### config.mk
export PLATFORM = sky130hd
export DESIGN_NAME = dma2_ctrl
export DESIGN_NICKNAME = d
export VERILOG_FILES = /design/src/rtl/dma2_pkg.sv /design/src/rtl/dma2_chan.sv /design/src/rtl/dma2_arb.sv /design/src/rtl/dma2_ctrl.sv
export SDC_FILE = /design/constraint.sdc
export NUM_CORES = 1
export LEC_CHECK = 0
export BUFFER_PORTS_ARGS = -buffer_cell sky130_fd_sc_hd__buf_2
export CAP_MARGIN = 20
export CORE_ASPECT_RATIO = 1.75
export CORE_MARGIN = 3
export CORE_UTILIZATION = 49
export CTS_BUF_LIST = sky130_fd_sc_hd__clkbuf_2 sky130_fd_sc_hd__clkbuf_4 sky130_fd_sc_hd__clkbuf_8
export DETAILED_ROUTE_END_ITERATION = 7
export HOLD_SLACK_MARGIN = 0.06
export PLACE_DENSITY = 0.69
export SETUP_SLACK_MARGIN = 0.1
export SLEW_MARGIN = 20
export SYNTH_ARGS = -nofsm -noshare
export SYNTH_HDL_FRONTEND = slang
export SYNTH_HIERARCHICAL = 1
export SYNTH_SLANG_ARGS = --single-unit
export TNS_END_PERCENT = 20
### constraint.sdc
create_clock -name clk -period 9.7 [get_ports clk]
set_input_delay 1.94 -clock clk [delete_from_list [all_inputs] [get_ports clk]]
set_output_delay 1.94 -clock clk [all_outputs]
set_load 0.005 [all_outputs]
### src/rtl/dma2_pkg.sv
package dma2_pkg;
  typedef enum logic [1:0] {
    FLD_SRC = 2'd0,
    FLD_DST = 2'd1,
    FLD_CNT = 2'd2,
    FLD_CTL = 2'd3
  } dma_field_e;

  localparam int CTL_EN_BIT   = 0;
  localparam int CTL_MODE_BIT = 1;
  localparam int CTL_SUSP_BIT = 2;
endpackage

### src/rtl/dma2_chan.sv
module dma2_chan
  import dma2_pkg::*;
#(
  parameter int ADDR_W = 16,
  parameter int CNT_W  = 8,
  parameter int REG_W  = 16
) (
  input  logic              clk,
  input  logic              rst,
  input  logic              wr_en,
  input  logic [1:0]        wr_sel,
  input  logic [REG_W-1:0]  wr_data,
  input  logic [1:0]        rd_sel,
  output logic [REG_W-1:0]  rd_val,
  input  logic              req_n_in,
  input  logic              irq_rise,
  input  logic              irq_fall,
  input  logic              step,
  input  logic              grant,
  output logic              elig,
  output logic [ADDR_W-1:0] src_nx,
  output logic [ADDR_W-1:0] dst_nx,
  output logic              done
);
  logic [ADDR_W-1:0] src_q, dst_q;
  logic [CNT_W-1:0]  cnt_q, cnt_n;
  logic en_q, mode_q, susp_q, run_q, req_q;
  logic en_n, mode_n, susp_n, run_n, req_n, done_n, sample;

  assign sample = !req_n_in && en_q;

  always_comb begin
    src_nx = src_q;
    dst_nx = dst_q;
    cnt_n  = cnt_q;
    en_n   = en_q;
    mode_n = mode_q;
    susp_n = susp_q;
    run_n  = run_q;
    req_n  = req_q;
    done_n = 1'b0;
    if (step) begin
      src_nx = src_q + 1'b1;
      dst_nx = dst_q + 1'b1;
      cnt_n  = cnt_q - 1'b1;
      if (cnt_q == CNT_W'(1)) begin
        en_n   = 1'b0;
        run_n  = 1'b0;
        done_n = 1'b1;
      end
    end
    if (irq_rise && en_n && (cnt_n != '0) && (req_q || run_n)) susp_n = 1'b1;
    if (irq_fall) susp_n = 1'b0;
    if (wr_en) begin
      case (dma_field_e'(wr_sel))
        FLD_SRC: src_nx = wr_data[ADDR_W-1:0];
        FLD_DST: dst_nx = wr_data[ADDR_W-1:0];
        FLD_CNT: cnt_n  = wr_data[CNT_W-1:0];
        default: begin
          en_n   = wr_data[CTL_EN_BIT];
          mode_n = wr_data[CTL_MODE_BIT];
          if (wr_data[CTL_EN_BIT]) susp_n = 1'b0;
          else begin
            run_n = 1'b0;
            req_n = 1'b0;
          end
        end
      endcase
    end
    elig = en_n && !susp_n && (cnt_n != '0) && (req_n || run_n);
  end

  always_ff @(posedge clk) begin
    if (rst) begin
      src_q  <= '0;
      dst_q  <= '0;
      cnt_q  <= '0;
      en_q   <= 1'b0;
      mode_q <= 1'b0;
      susp_q <= 1'b0;
      run_q  <= 1'b0;
      req_q  <= 1'b0;
      done   <= 1'b0;
    end else begin
      src_q  <= src_nx;
      dst_q  <= dst_nx;
      cnt_q  <= cnt_n;
      en_q   <= en_n;
      mode_q <= mode_n;
      susp_q <= susp_n;
      run_q  <= run_n || (grant && mode_n);
      req_q  <= (req_n && !grant) || sample;
      done   <= done_n;
    end
  end

  always_comb begin
    rd_val = '0;
    case (dma_field_e'(rd_sel))
      FLD_SRC: rd_val = REG_W'(src_q);
      FLD_DST: rd_val = REG_W'(dst_q);
      FLD_CNT: rd_val = REG_W'(cnt_q);
      default: begin
        rd_val[CTL_EN_BIT]   = en_q;
        rd_val[CTL_MODE_BIT] = mode_q;
        rd_val[CTL_SUSP_BIT] = susp_q;
      end
    endcase
  end

  assert_cnt_step_R2: assert property (@(posedge clk) disable iff (rst)
    step && !wr_en |=> cnt_q == $past(cnt_q) - CNT_W'(1));
  assert_last_byte_R2: assert property (@(posedge clk) disable iff (rst)
    step && !wr_en && cnt_q == CNT_W'(1) |=> done && !en_q);
  assert_req_taken_R5: assert property (@(posedge clk) disable iff (rst)
    grant && req_n_in |=> !req_q);
  assert_pause_set_R8: assert property (@(posedge clk) disable iff (rst)
    irq_rise && en_q && run_q && cnt_q > CNT_W'(1) && !wr_en |=> susp_q);
  assert_pause_clear_R9: assert property (@(posedge clk) disable iff (rst)
    irq_fall |=> !susp_q);
endmodule

### src/rtl/dma2_arb.sv
module dma2_arb #(
  parameter int NCH = 2
) (
  input  logic [NCH-1:0] req,
  output logic [NCH-1:0] gnt
);
  always_comb begin
    logic taken;
    taken = 1'b0;
    gnt   = '0;
    for (int c = 0; c < NCH; c++) begin
      if (req[c] && !taken) begin
        gnt[c] = 1'b1;
        taken  = 1'b1;
      end
    end
  end

  always_comb begin
    assert_grant_single_R6: assert ($onehot0(gnt));
  end
endmodule

### src/rtl/dma2_ctrl.sv
module dma2_ctrl
  import dma2_pkg::*;
#(
  parameter int NCH    = 2,
  parameter int ADDR_W = 16,
  parameter int CNT_W  = 8,
  parameter int DATA_W = 8,
  parameter int REG_W  = 16,
  localparam int CH_W  = $clog2(NCH),
  localparam int RA_W  = CH_W + 2
) (
  input  logic              clk,
  input  logic              rst,
  input  logic              reg_we,
  input  logic [RA_W-1:0]   reg_addr,
  input  logic [REG_W-1:0]  reg_wdata,
  output logic [REG_W-1:0]  reg_rdata,
  input  logic [NCH-1:0]    dreq_n,
  input  logic              irq,
  output logic [ADDR_W-1:0] bus_addr,
  output logic              bus_rd,
  output logic              bus_wr,
  output logic [DATA_W-1:0] bus_wdata,
  input  logic [DATA_W-1:0] bus_rdata,
  output logic              dma_active,
  output logic [NCH-1:0]    done
);
  logic              irq_q, irq_rise, irq_fall, any_gnt;
  logic [CH_W-1:0]   cur_q, gidx;
  logic [NCH-1:0]    elig, gnt, step;
  logic [ADDR_W-1:0] src_nx [NCH];
  logic [ADDR_W-1:0] dst_nx [NCH];
  logic [REG_W-1:0]  rd_all [NCH];

  assign irq_rise = irq && !irq_q;
  assign irq_fall = !irq && irq_q;

  generate
    for (genvar c = 0; c < NCH; c++) begin : g_ch
      assign step[c] = bus_wr && (cur_q == CH_W'(c));
      dma2_chan #(.ADDR_W(ADDR_W), .CNT_W(CNT_W), .REG_W(REG_W)) u_chan (
        .clk(clk), .rst(rst),
        .wr_en(reg_we && (reg_addr[RA_W-1:2] == CH_W'(c))),
        .wr_sel(reg_addr[1:0]), .wr_data(reg_wdata),
        .rd_sel(reg_addr[1:0]), .rd_val(rd_all[c]),
        .req_n_in(dreq_n[c]), .irq_rise(irq_rise), .irq_fall(irq_fall),
        .step(step[c]), .grant(gnt[c]), .elig(elig[c]),
        .src_nx(src_nx[c]), .dst_nx(dst_nx[c]), .done(done[c])
      );
    end
  endgenerate

  dma2_arb #(.NCH(NCH)) u_arb (
    .req(elig & {NCH{!bus_rd}}),
    .gnt(gnt)
  );

  always_comb begin
    gidx = '0;
    for (int c = NCH - 1; c >= 0; c--) if (gnt[c]) gidx = CH_W'(c);
  end
  assign any_gnt = |gnt;

  always_ff @(posedge clk) begin
    if (rst) begin
      irq_q      <= 1'b0;
      cur_q      <= '0;
      bus_addr   <= '0;
      bus_rd     <= 1'b0;
      bus_wr     <= 1'b0;
      bus_wdata  <= '0;
      dma_active <= 1'b0;
      reg_rdata  <= '0;
    end else begin
      irq_q     <= irq;
      reg_rdata <= rd_all[reg_addr[RA_W-1:2]];
      if (bus_rd) begin
        bus_rd     <= 1'b0;
        bus_wr     <= 1'b1;
        bus_addr   <= dst_nx[cur_q];
        bus_wdata  <= bus_rdata;
        dma_active <= 1'b1;
      end else if (any_gnt) begin
        bus_rd     <= 1'b1;
        bus_wr     <= 1'b0;
        bus_addr   <= src_nx[gidx];
        cur_q      <= gidx;
        dma_active <= 1'b1;
      end else begin
        bus_rd     <= 1'b0;
        bus_wr     <= 1'b0;
        dma_active <= 1'b0;
      end
    end
  end

  assert_read_then_write_R1: assert property (@(posedge clk) disable iff (rst)
    bus_rd |=> bus_wr);
  assert_write_carries_read_R1: assert property (@(posedge clk) disable iff (rst)
    bus_rd |=> bus_wdata == $past(bus_rdata));
  assert_no_overlap_R1: assert property (@(posedge clk) disable iff (rst)
    !(bus_rd && bus_wr));
  assert_pair_atomic_R7: assert property (@(posedge clk) disable iff (rst)
    bus_wr |-> $stable(cur_q));

  generate
    for (genvar c = 1; c < NCH; c++) begin : g_prio
      assert_low_index_first_R6: assert property (@(posedge clk) disable iff (rst)
        gnt[c] |-> !elig[0]);
    end
  endgenerate
endmodule

; Word-level counts from Yosys, hierarchy flattened
; Index checks and enable logic that the tools add are counted.
[word_totals]
in_bits = 33
latchBits = 0
regBits = 137
ram_bits = 0
rom_bits = 0
n_memories = 0
[op_classes]
div = 0
shifts = 0
multipliers = 0
n_reduce_logical = 54
n_lt_le_gt_ge = 3
addsub = 6
eq_ne = 4
muxes = 80
bitwise_logic = 9
[op_table]
columns = op, count
row1 = two-way mux 16 bit, 23
row2 = case mux 13 bit (3 select lines), 2
row3 = adder 16 x 1 -> 16 bit (second input constant), 4
row4 = two-way mux 8 bit, 6
row5 = two-way mux 1 bit, 47
row6 = nonzero test 8 bit, 4
row7 = logical AND 1 bit, 25
row8 = case mux 3 bit (3 select lines), 2
row9 = == test 8 x 1 -> 1 bit (second input constant), 2
row10 = subtractor 8 x 1 -> 8 bit (second input constant), 2
row11 = zero test 1 bit, 9
row12 = logical OR 1 bit, 8
row13 = OR reduction 2 bit, 4
row14 = greater-or-equal comparator 2 bit (second input constant), 3
row15 = NOT 1 -> 2 bit, 3
row16 = NOT 1 bit, 5
row17 = OR reduction 3 bit, 1
row18 = AND 2 bit, 1
row19 = == test 2 x 1 -> 1 bit (second input constant), 1
row20 = == test 2 bit (second input constant), 1
row21 = zero test 2 bit, 1
row22 = AND reduction 2 bit, 1
row23 = nonzero test 2 bit, 1

; Logic depth before layout (Yosys ltp)
; Gate-level depths: netlist of the first run.
[logic_depth]
word_depth = 28
mapped_depth = 16
depth_no_buf = 12

; Hierarchy
; The synthesis of the first run kept the hierarchy.
[by_module_without_submodules]
columns = module, cells_per_inst, instances, area_per_inst_um2
row1 = dma2_chan at g_ch[0].u_chan, 395, 1, 3091.7
row2 = dma2_chan at g_ch[1].u_chan, 375, 1, 2949.1
row3 = dma2_ctrl, 227, 1, 2202.1
row4 = dma2_arb, 2, 1, 21.3

; Worst setup path before layout of the first run
; Ideal clock, no wire load.
[synth_timing]
path_kind = input port to flip-flop
from = input port reg_addr[2]
to = register bus_addr[2]
stages = 14
t_arrival_ns = 4.592
slack_ns = 5.039
t_required_ns = 9.631
cell_sequence = buf_2 > buf_2 > nor2b_1 > and3b_1 > or4_4 > nand3_2 > a2111oi_2 > nor3b_2 > nor2b_1 > buf_4 > clkbuf_1 > nand2_1 > a21o_1 > a21oi_2
[synth_via]
elab_chain_cells = 20
[synth_rtl]
columns = element, line_no
row1 = from (decl), dma2_ctrl.sv:15  ; input logic [RA_W-1:0] reg_addr,
row2 = NOT 1 bit *, dma2_ctrl.sv:43  ; .wr_en(reg_we && (reg_addr[RA_W-1:2] == CH_W'(c))),
row3 = logical AND 1 bit *, dma2_ctrl.sv:43
row4 = branches (longest 4 deep; another with two-way mux 8 bit), --
row5 = logical AND 1 bit *, dma2_chan.sv:70  ; elig = en_n && !susp_n && (cnt_n != '0) && (req_n || run_n);
row6 = named net elig[0], dma2_ctrl.sv:30  ; logic [NCH-1:0] elig, gnt, step;
row7 = AND 2 bit *, dma2_ctrl.sv:54  ; .req(elig & {NCH{!bus_rd}}),
row8 = two-way mux 1 bit *, dma2_arb.sv:12  ; if (req[c] && !taken) begin
row9 = named net gnt[0], dma2_ctrl.sv:30
row10 = zero test 1 bit, dma2_arb.sv:12
row11 = logical AND 1 bit, dma2_arb.sv:12
row12 = two-way mux 1 bit, dma2_arb.sv:12
row13 = two-way mux 1 bit (2 in a row), dma2_ctrl.sv:60  ; for (int c = NCH - 1; c >= 0; c--) if (gnt[c]) gidx = CH_W'(c);
row14 = NOT 1 -> 2 bit (implied by the code), dma2_ctrl.sv:86  ; bus_addr <= src_nx[gidx];
row15 = two-way mux 16 bit (implied by the code) (3 in a row), dma2_ctrl.sv:86
row16 = two-way mux 16 bit, dma2_ctrl.sv:83  ; end else if (any_gnt) begin
row17 = two-way mux 16 bit, dma2_ctrl.sv:77  ; if (bus_rd) begin
row18 = to (signal assigned), dma2_ctrl.sv:80  ; bus_addr <= dst_nx[cur_q];
row19 = to (signal assigned), dma2_ctrl.sv:86
row20 = to (decl), dma2_ctrl.sv:20  ; output logic [ADDR_W-1:0] bus_addr,
; Mark *: on every way through the listed nets, which the timed path passes. The select of a mux whose other input is x is not followed.
; A chain may end at the register's enable or synchronous reset.

; Worst setup path after layout of the first run
[layout_timing]
from = input port reg_addr[2]
to = register bus_addr[12]
[layout_via]
elab_chain_cells = 20
[layout_rtl]
columns = element, line_no
row1 = NOT 1 bit *, dma2_ctrl.sv:43
row2 = logical AND 1 bit *, dma2_ctrl.sv:43
row3 = branches (longest 4 deep; another with two-way mux 8 bit), --
row4 = logical AND 1 bit *, dma2_chan.sv:70
row5 = named net elig[0], dma2_ctrl.sv:30
row6 = AND 2 bit *, dma2_ctrl.sv:54
row7 = two-way mux 1 bit *, dma2_arb.sv:12
row8 = zero test 1 bit *, dma2_arb.sv:12
row9 = logical AND 1 bit *, dma2_arb.sv:12
row10 = two-way mux 1 bit *, dma2_arb.sv:12
row11 = named net gnt[1], dma2_ctrl.sv:30
row12 = two-way mux 1 bit (2 in a row), dma2_ctrl.sv:60
row13 = NOT 1 -> 2 bit (implied by the code), dma2_ctrl.sv:86
row14 = two-way mux 16 bit (implied by the code) (3 in a row), dma2_ctrl.sv:86
row15 = two-way mux 16 bit, dma2_ctrl.sv:83
row16 = two-way mux 16 bit, dma2_ctrl.sv:77
; Marks and branches as above.

==> results of run 1 <==
[area by class of cell]
cell class	instances	area, sq um
Fill cell	1610	7360
Multi-Input combinational cell	774	5120
Sequential cell	137	2740
Timing Repair Buffer	86	455
Tap cell	224	280
Clock buffer	21	277
Clock inverter	9	148
Inverter	15	56.3
[per-layer routing]
layer | vias up | track usage
met4 | 0 | 0.225
met5 | - | 0
met3 | 103 | 0.0422
met1 | 3521 | 0.292
li1 | 3598 | -
met2 | 309 | 0.486
[registers in the layout (all words and copies together), names as in the netlist]
name	flops
g_ch.u_chan/src_q	32
g_ch.u_chan/susp_q	2
reg_rdata	16
g_ch.u_chan/en_q	2
g_ch.u_chan/cnt_q	16
irq_q	1
cur_q	1
dma_active	1
g_ch.u_chan/req_q	2
g_ch.u_chan/run_q	2
g_ch.u_chan/done	2
g_ch.u_chan/mode_q	2
bus_wr	1
g_ch.u_chan/dst_q	32
bus_rd	1
bus_wdata	8
bus_addr	16
[worst max path at each step]
stage | to | slack, ns | cells after the start
finish | bus_addr[12] | 4.29 | 12
CTS | bus_addr[7] | 4.37 | 12
global route | bus_addr[8] | 3.84 | 12
detailed placement | bus_addr[11] | 3.92 | 12
floorplan | bus_addr[2] | 5.04 | 14
global placement | bus_addr[13] | 4.10 | 12
[through the flow]
stage	std cells	worst slack [ns]
2_1_floorplan	999	5.04
3_3_place_gp	1236	4.10
3_5_place_dp	1236	3.92
4_1_cts	1266	4.37
5_1_grt	1266	3.84
6_report	1266	4.29
[cell usage in the layout, fill, tap and decap left out, drive strengths merged, types with 35 or more instances in the layout]
master,synthesis,layout
xor2,35,35
mux2i,58,58
buf,29,86
dfxtp,137,137
xnor2,36,36
a21oi,53,53
nor2b,59,59
nor2,125,125
nand2,79,79
o21ai,48,48
[worst max-delay path: stages]
cell and delay [ns]:
buf_2 0.27, nor2b_1 0.53, nand3b_1 0.53, a31oi_1 0.39, a2111oi_2 0.10, nor3b_2 0.18, nor2b_2 0.14, buf_4 0.34
nor2b_4 0.19, nor3_4 0.75, a22oi_1 0.20, a21oi_1 0.18
[logic make-up (layout without fill, tap and decap cells)]
group	Yosys count	after routing	synth area share
and+or+nand+nor	423	423	0.268
DFF	137	137	0.332
adders and majority gates	8	8	0.0121
buffers and inverters	88	131	0.0495
AOI/OAI and AO/OA	194	194	0.157
xor gates and xnor gates	71	71	0.0752
muxes	78	78	0.106
[where the power goes]
group | internal (W) | switching (W)
clock network | 0.000295 | 0.000223
registers | 0.000574 | 0.0000160
logic | 0.0000417 | 0.0000734
total | 0.000911 | 0.000312
==> results by group, run 1 <==
Logic synthesis
  • Ys Warns: 6
  • Asr flop ratio synth: 0
  • Count leader, synth: dfxtp_1
  • Cell type with the largest total area after synthesis: dfxtp_1
  • Seq cells post-synth: 137
  • Syn Nets: approximately 1000
  • Most used DFF post-synth: dfxtp_1
  • Synth top area share: 0.332
  • Commonest cells post-synth: 137 x dfxtp_1, 125 x nor2_1, 79 x nand2_1
  • Synth top area cells: dfxtp_1 33%, mux2i_1 7.0%, nor2_1 5.7%
  • Register area share after synthesis: 0.332
  • Mapped Cells: 999
  • Mapped Area: 8260 sq um
  • Yosys cell types: 69
  • Post-synth EDFFs: 0
  • Mean Syn Cell Area: 8.27 sq um

Finish
  • Share of layout cells above drive strength 1: 0.164
  • P&R area growth vs syn: 9.93%
  • Nets: 1072
  • N_diodes: 0
  • Core Util, Final: 0.552
  • Fin area: 9080 sq um

Clock tree
  • Post-cts sizing count: 0
  • TritonCTS buffer count: 17
  • Clock transition at path regs: approximately 0.080 ns
  • Bufs on Longest Clock Path: 2
  • CTS Sinks: 137
  • Hold-fix buffers, CTS: 0
  • Clock root cell: clkbuf_8
  • CTS tree: yes
  • H-tree Lvls: 4
  • Postcts setup bufs: 0
  • Clock Latency Late Sink: 0.44 ns

Timing
  • RSZ-0062 raised after global routing: no
  • Fmax: 0.185 GHz
  • Actual slew at the worst max-slew pin: 0.934 ns
  • Crit path time final: approximately 5.4 ns
  • Setup Viol. Count Final: 0
  • Worst slew margin: 0.375
  • Clock Skew: 0.0139 ns
  • Hold slack: between 0.4 and 0.5 ns
  • Fin Setup TNS: 0 ns
  • Final hold vios: 0
  • Max-slew violations: 0
  • Tcrit/Tclk final: 0.558

Detailed routing
  • Drt total wl: 25700 microns
  • ANT nets after route: 0
  • # DRC: 0
  • Via density: 5.95
  • Metal-1 WL: about 9400 microns
  • DR WL met2: roughly 13000 microns
  • Top Metal Used: met4
  • Pre-antenna DRT Iters: 5
  • Drt wl/cell: 20.3 microns
  • DR iter-0 viols: between 500 and 600
  • Met3 wire length: 1240 microns
  • Total number of vias: 7531

GRT
  • Pin count of the biggest net entering global routing: 55
  • GRT overflow: 0
  • First-pass GRT wire length: just under 40000 microns
  • Number of global-route vias before repair: 7224
  • Antenna violations before repair: 0
  • Total track usage: 0.277

Floorplan
  • Core box area: 16400 sq um
  • Num rows: 62
  • # IOs: 78
  • Initial core utilization: 0.503
  • Die Wd: 104 microns
  • Chip height: 178 microns
  • Die area: 18500 sq um

Worst setup path
  • Worst setup path startpoint: reg_addr[2]
  • Arrival time worst endpoint: a little under 6 ns
  • R2R setup slack: roughly 5.1 ns
  • Req. time, crit path: 10.07 ns
  • Setup CP Type: primary input to flip-flop
  • Startpoint types: primary input
  • Worst R2R Path Depth: 13
  • Element type at the critical path end: flip-flop
  • Critical R2R Launch: cur_q
  • Reg2reg end: bus_addr[12]
  • CP max FO: 37

Job
  • Number of max-cap violations: 0

Placement
  • GPL Wtd Cong: 0.906
  • PortBufs: a little under 80
  • Cell Area, Placed: between 8000 and 9000 sq um
  • Dpl hpwl: between 15000 and 20000 microns

Power and ir drop
  • Peak supply drop: between 0.1 and 0.15 mV
  • Pwr dens: 135 nW/um^2
  • Leakage power: 3.39 nW
  • Total power draw: 0.00122 W

Outcome
  • Status: finished clean

Min path
  • Worst hold path cell count: 2
  • Hold worst-path end: bus_wdata[7]
  • Min-delay src: bus_wdata[7]
  • HP Class: flip-flop to flip-flop
Power figures use the tool's default switching activity.
==> run 2, diff against run 1 <==
--- a/config.mk
+++ b/config.mk
@@ -13,7 +13,7 @@
 export CTS_BUF_LIST = sky130_fd_sc_hd__clkbuf_2 sky130_fd_sc_hd__clkbuf_4 sky130_fd_sc_hd__clkbuf_8
 export DETAILED_ROUTE_END_ITERATION = 7
 export HOLD_SLACK_MARGIN = 0.06
-export PLACE_DENSITY = 0.69
+export PLACE_DENSITY = 0.72
 export SETUP_SLACK_MARGIN = 0.1
 export SLEW_MARGIN = 20
 export SYNTH_ARGS = -nofsm -noshare
==> constraint.sdc (replaced) <==
create_clock -name clk -period 4.5 [get_ports clk]
set_input_delay 0.9 -clock clk [delete_from_list [all_inputs] [get_ports clk]]
set_output_delay 0.9 -clock clk [all_outputs]
set_load 0.005 [all_outputs]
==> run 2 against run 1 <==
Effect of this change: final area grew 0.91%; sequential share of layout area shrank 0.27 points; non-clock buffer count grew 16; critical path type is now flip-flop to flip-flop; critical endpoint is now bus_addr[8]; largest power group unchanged.
==> results by group, run 2 (synthesis results as in run 1) <==
Outcome
  • Status: finished clean

Timing
  • Setup Viol. Count Final: 0
  • Worst slew margin: 0.414
  • Tcrit/Tclk final: 0.896
  • Crit path time final: about 4 ns
  • Fmax: ~0.25 GHz
  • Max-slew violations: 0
  • RSZ-0062 raised after global routing: no
  • Clock Skew: ~0.017 ns
  • Actual slew at the worst max-slew pin: 0.875 ns
  • Setup ws final: around 0.47 ns
  • Final hold vios: 0
  • Fin Setup TNS: 0 ns

GRT
  • Most Used Layer, Global Route: met2
  • Antenna violations before repair: 0
  • Pin count of the biggest net entering global routing: 74
  • Routing usage on met3: 0.0415
  • Met1 Usage GRT: 0.301
  • GRT overflow: 0
  • First-pass GRT wire length: 40600 microns
  • M2 GR Usage: 0.496
  • Number of global-route vias before repair: 7445
  • Total track usage: 0.286

Clock tree
  • Postcts setup bufs: 0
  • H-tree Lvls: 4
  • Post-cts sizing count: 0
  • TritonCTS buffer count: 17
  • Hold-fix buffers, CTS: 0
  • CTS Sinks: about 140
  • Clock Latency Late Sink: 0.46 ns
  • CTS tree: yes
  • Clock root cell: clkbuf_8
  • Clock transition at path regs: 0.08 ns
  • Bufs on Longest Clock Path: 2

Floorplan
  • Chip height: 178 microns
  • Die area: 18500 sq um
  • Die Wd: 104 microns
  • # IOs: 78
  • Core box area: 16400 sq um
  • Initial core utilization: 0.503
  • Num rows: 62

Power and ir drop
  • Total power draw: about 0.0025 W
  • Peak supply drop: 0.205 mV
  • Pwr dens: 277 nW/um^2
  • Leakage power: 3.44 nW

Worst setup path
  • Req. time, crit path: between 4 and 5 ns
  • Arrival time worst endpoint: approximately 4.4 ns
  • Setup CP Type: flip-flop to flip-flop
  • R2R setup slack: 0.47 ns
  • Startpoint types: flip-flop
  • Element type at the critical path end: flip-flop
  • CP max FO: 13
  • Critical R2R Launch: bus_wr
  • Worst R2R Path Depth: 12
  • Reg2reg end: bus_addr[8]

Finish
  • Share of layout cells above drive strength 1: 0.178
  • FF+latch area: 2740 sq um
  • Commonest non-fill, non-tap cell in the layout: dfxtp_1
  • Nets: 1088
  • Fillcell total: around 1600
  • N_diodes: 0
  • Layout Cells excl Fill: 1284
  • Regs by FF count: g_ch.u_chan/dst_q: 32 flops, g_ch.u_chan/src_q: 32 flops
  • Most frequent cells in the layout: 136 x dfxtp_1, 125 x nor2_1, 79 x nand2_1
  • P&R area growth vs syn: 10.9%
  • Area of the multi-input gates: 5120 sq um

Detailed routing
  • DR iter-0 viols: between 500 and 600
  • Drt total wl: around 26000 microns
  • Via density: between 6 and 7
  • Pre-antenna DRT Iters: 5
  • Drt wl/cell: 20.5 microns
  • Total number of vias: 7743
  • ANT nets after route: 0
  • # DRC: 0

Min path
  • Min-delay src: bus_addr[9]
  • HP Class: flip-flop to flip-flop
  • Hold worst-path end: bus_addr[9]
  • Worst hold path cell count: 2

Job
  • Number of max-cap violations: 0

Placement
  • PortBufs: 77
  • Placed cell count: 1252
  • GPL Wtd Cong: 0.908
  • Dpl hpwl: approximately 20000 microns
  • Setup WS pre-CTS: 0.397 ns
-- run 2: cell type report --
type,count,area share
inverter,15,0.00614
clock buffer,17,0.0255
sequential,137,0.299
clock inverter,15,0.0167
timing repair buffer,102,0.0628
tap,224,0.0306
multi-input combinational,774,0.559
-- run 2: how the worst max path moves through the flow --
stage	startpoint	endpoint	slack, ns	cells past startpoint
after global routing	bus_wr	bus_addr[10]	0.28	12
after global placement	reg_addr[2]	bus_addr[7]	0.46	13
after floorplan	reg_addr[2]	bus_addr[2]	0.88	14
after detailed placement	reg_addr[2]	bus_addr[8]	0.40	13
after CTS	bus_wr	bus_addr[8]	0.67	12
final	bus_wr	bus_addr[8]	0.47	12
-- run 2: metrics by stage --
step,hold slack [ns],utilization,cell area (sq um)
CTS,0.495,0.557,9170
global placement,0.468,0.534,8780
detailed placement,0.476,0.534,8780
finish,0.494,0.557,9170
global route,0.528,0.557,9170
floorplan,0.452,-,8260
-- run 2: worst max-delay path, cell delays in order, from the launching register on --
cell and delay [ns]:
dfxtp_1 0.39, nor2b_1 0.42, nor4b_1 0.63, nand4b_1 0.42, a31oi_1 0.36, o32ai_1 0.14
nor3b_2 0.19, nor2b_2 0.41, nor2b_4 0.15, nor3_4 0.29, buf_4 0.26, a22oi_1 0.10
a21oi_1 0.17
-- run 2: power by group --
| part | switching [W] | internal, W |
|---|---|---|
| clock | 0.000522 | 0.000492 |
| sequential | 0.0000340 | 0.00124 |
| combinational | 0.000163 | 0.0000947 |
-- run 2: routing by layer --
| metal | vias up | wire length, microns |
|---|---|---|
| li1 | 3637 | - |
| met5 | - | 0 |
| met3 | 127 | 1410 |
| met1 | 3613 | 9340 |
| met2 | 366 | 12800 |
| met4 | 0 | 2770 |
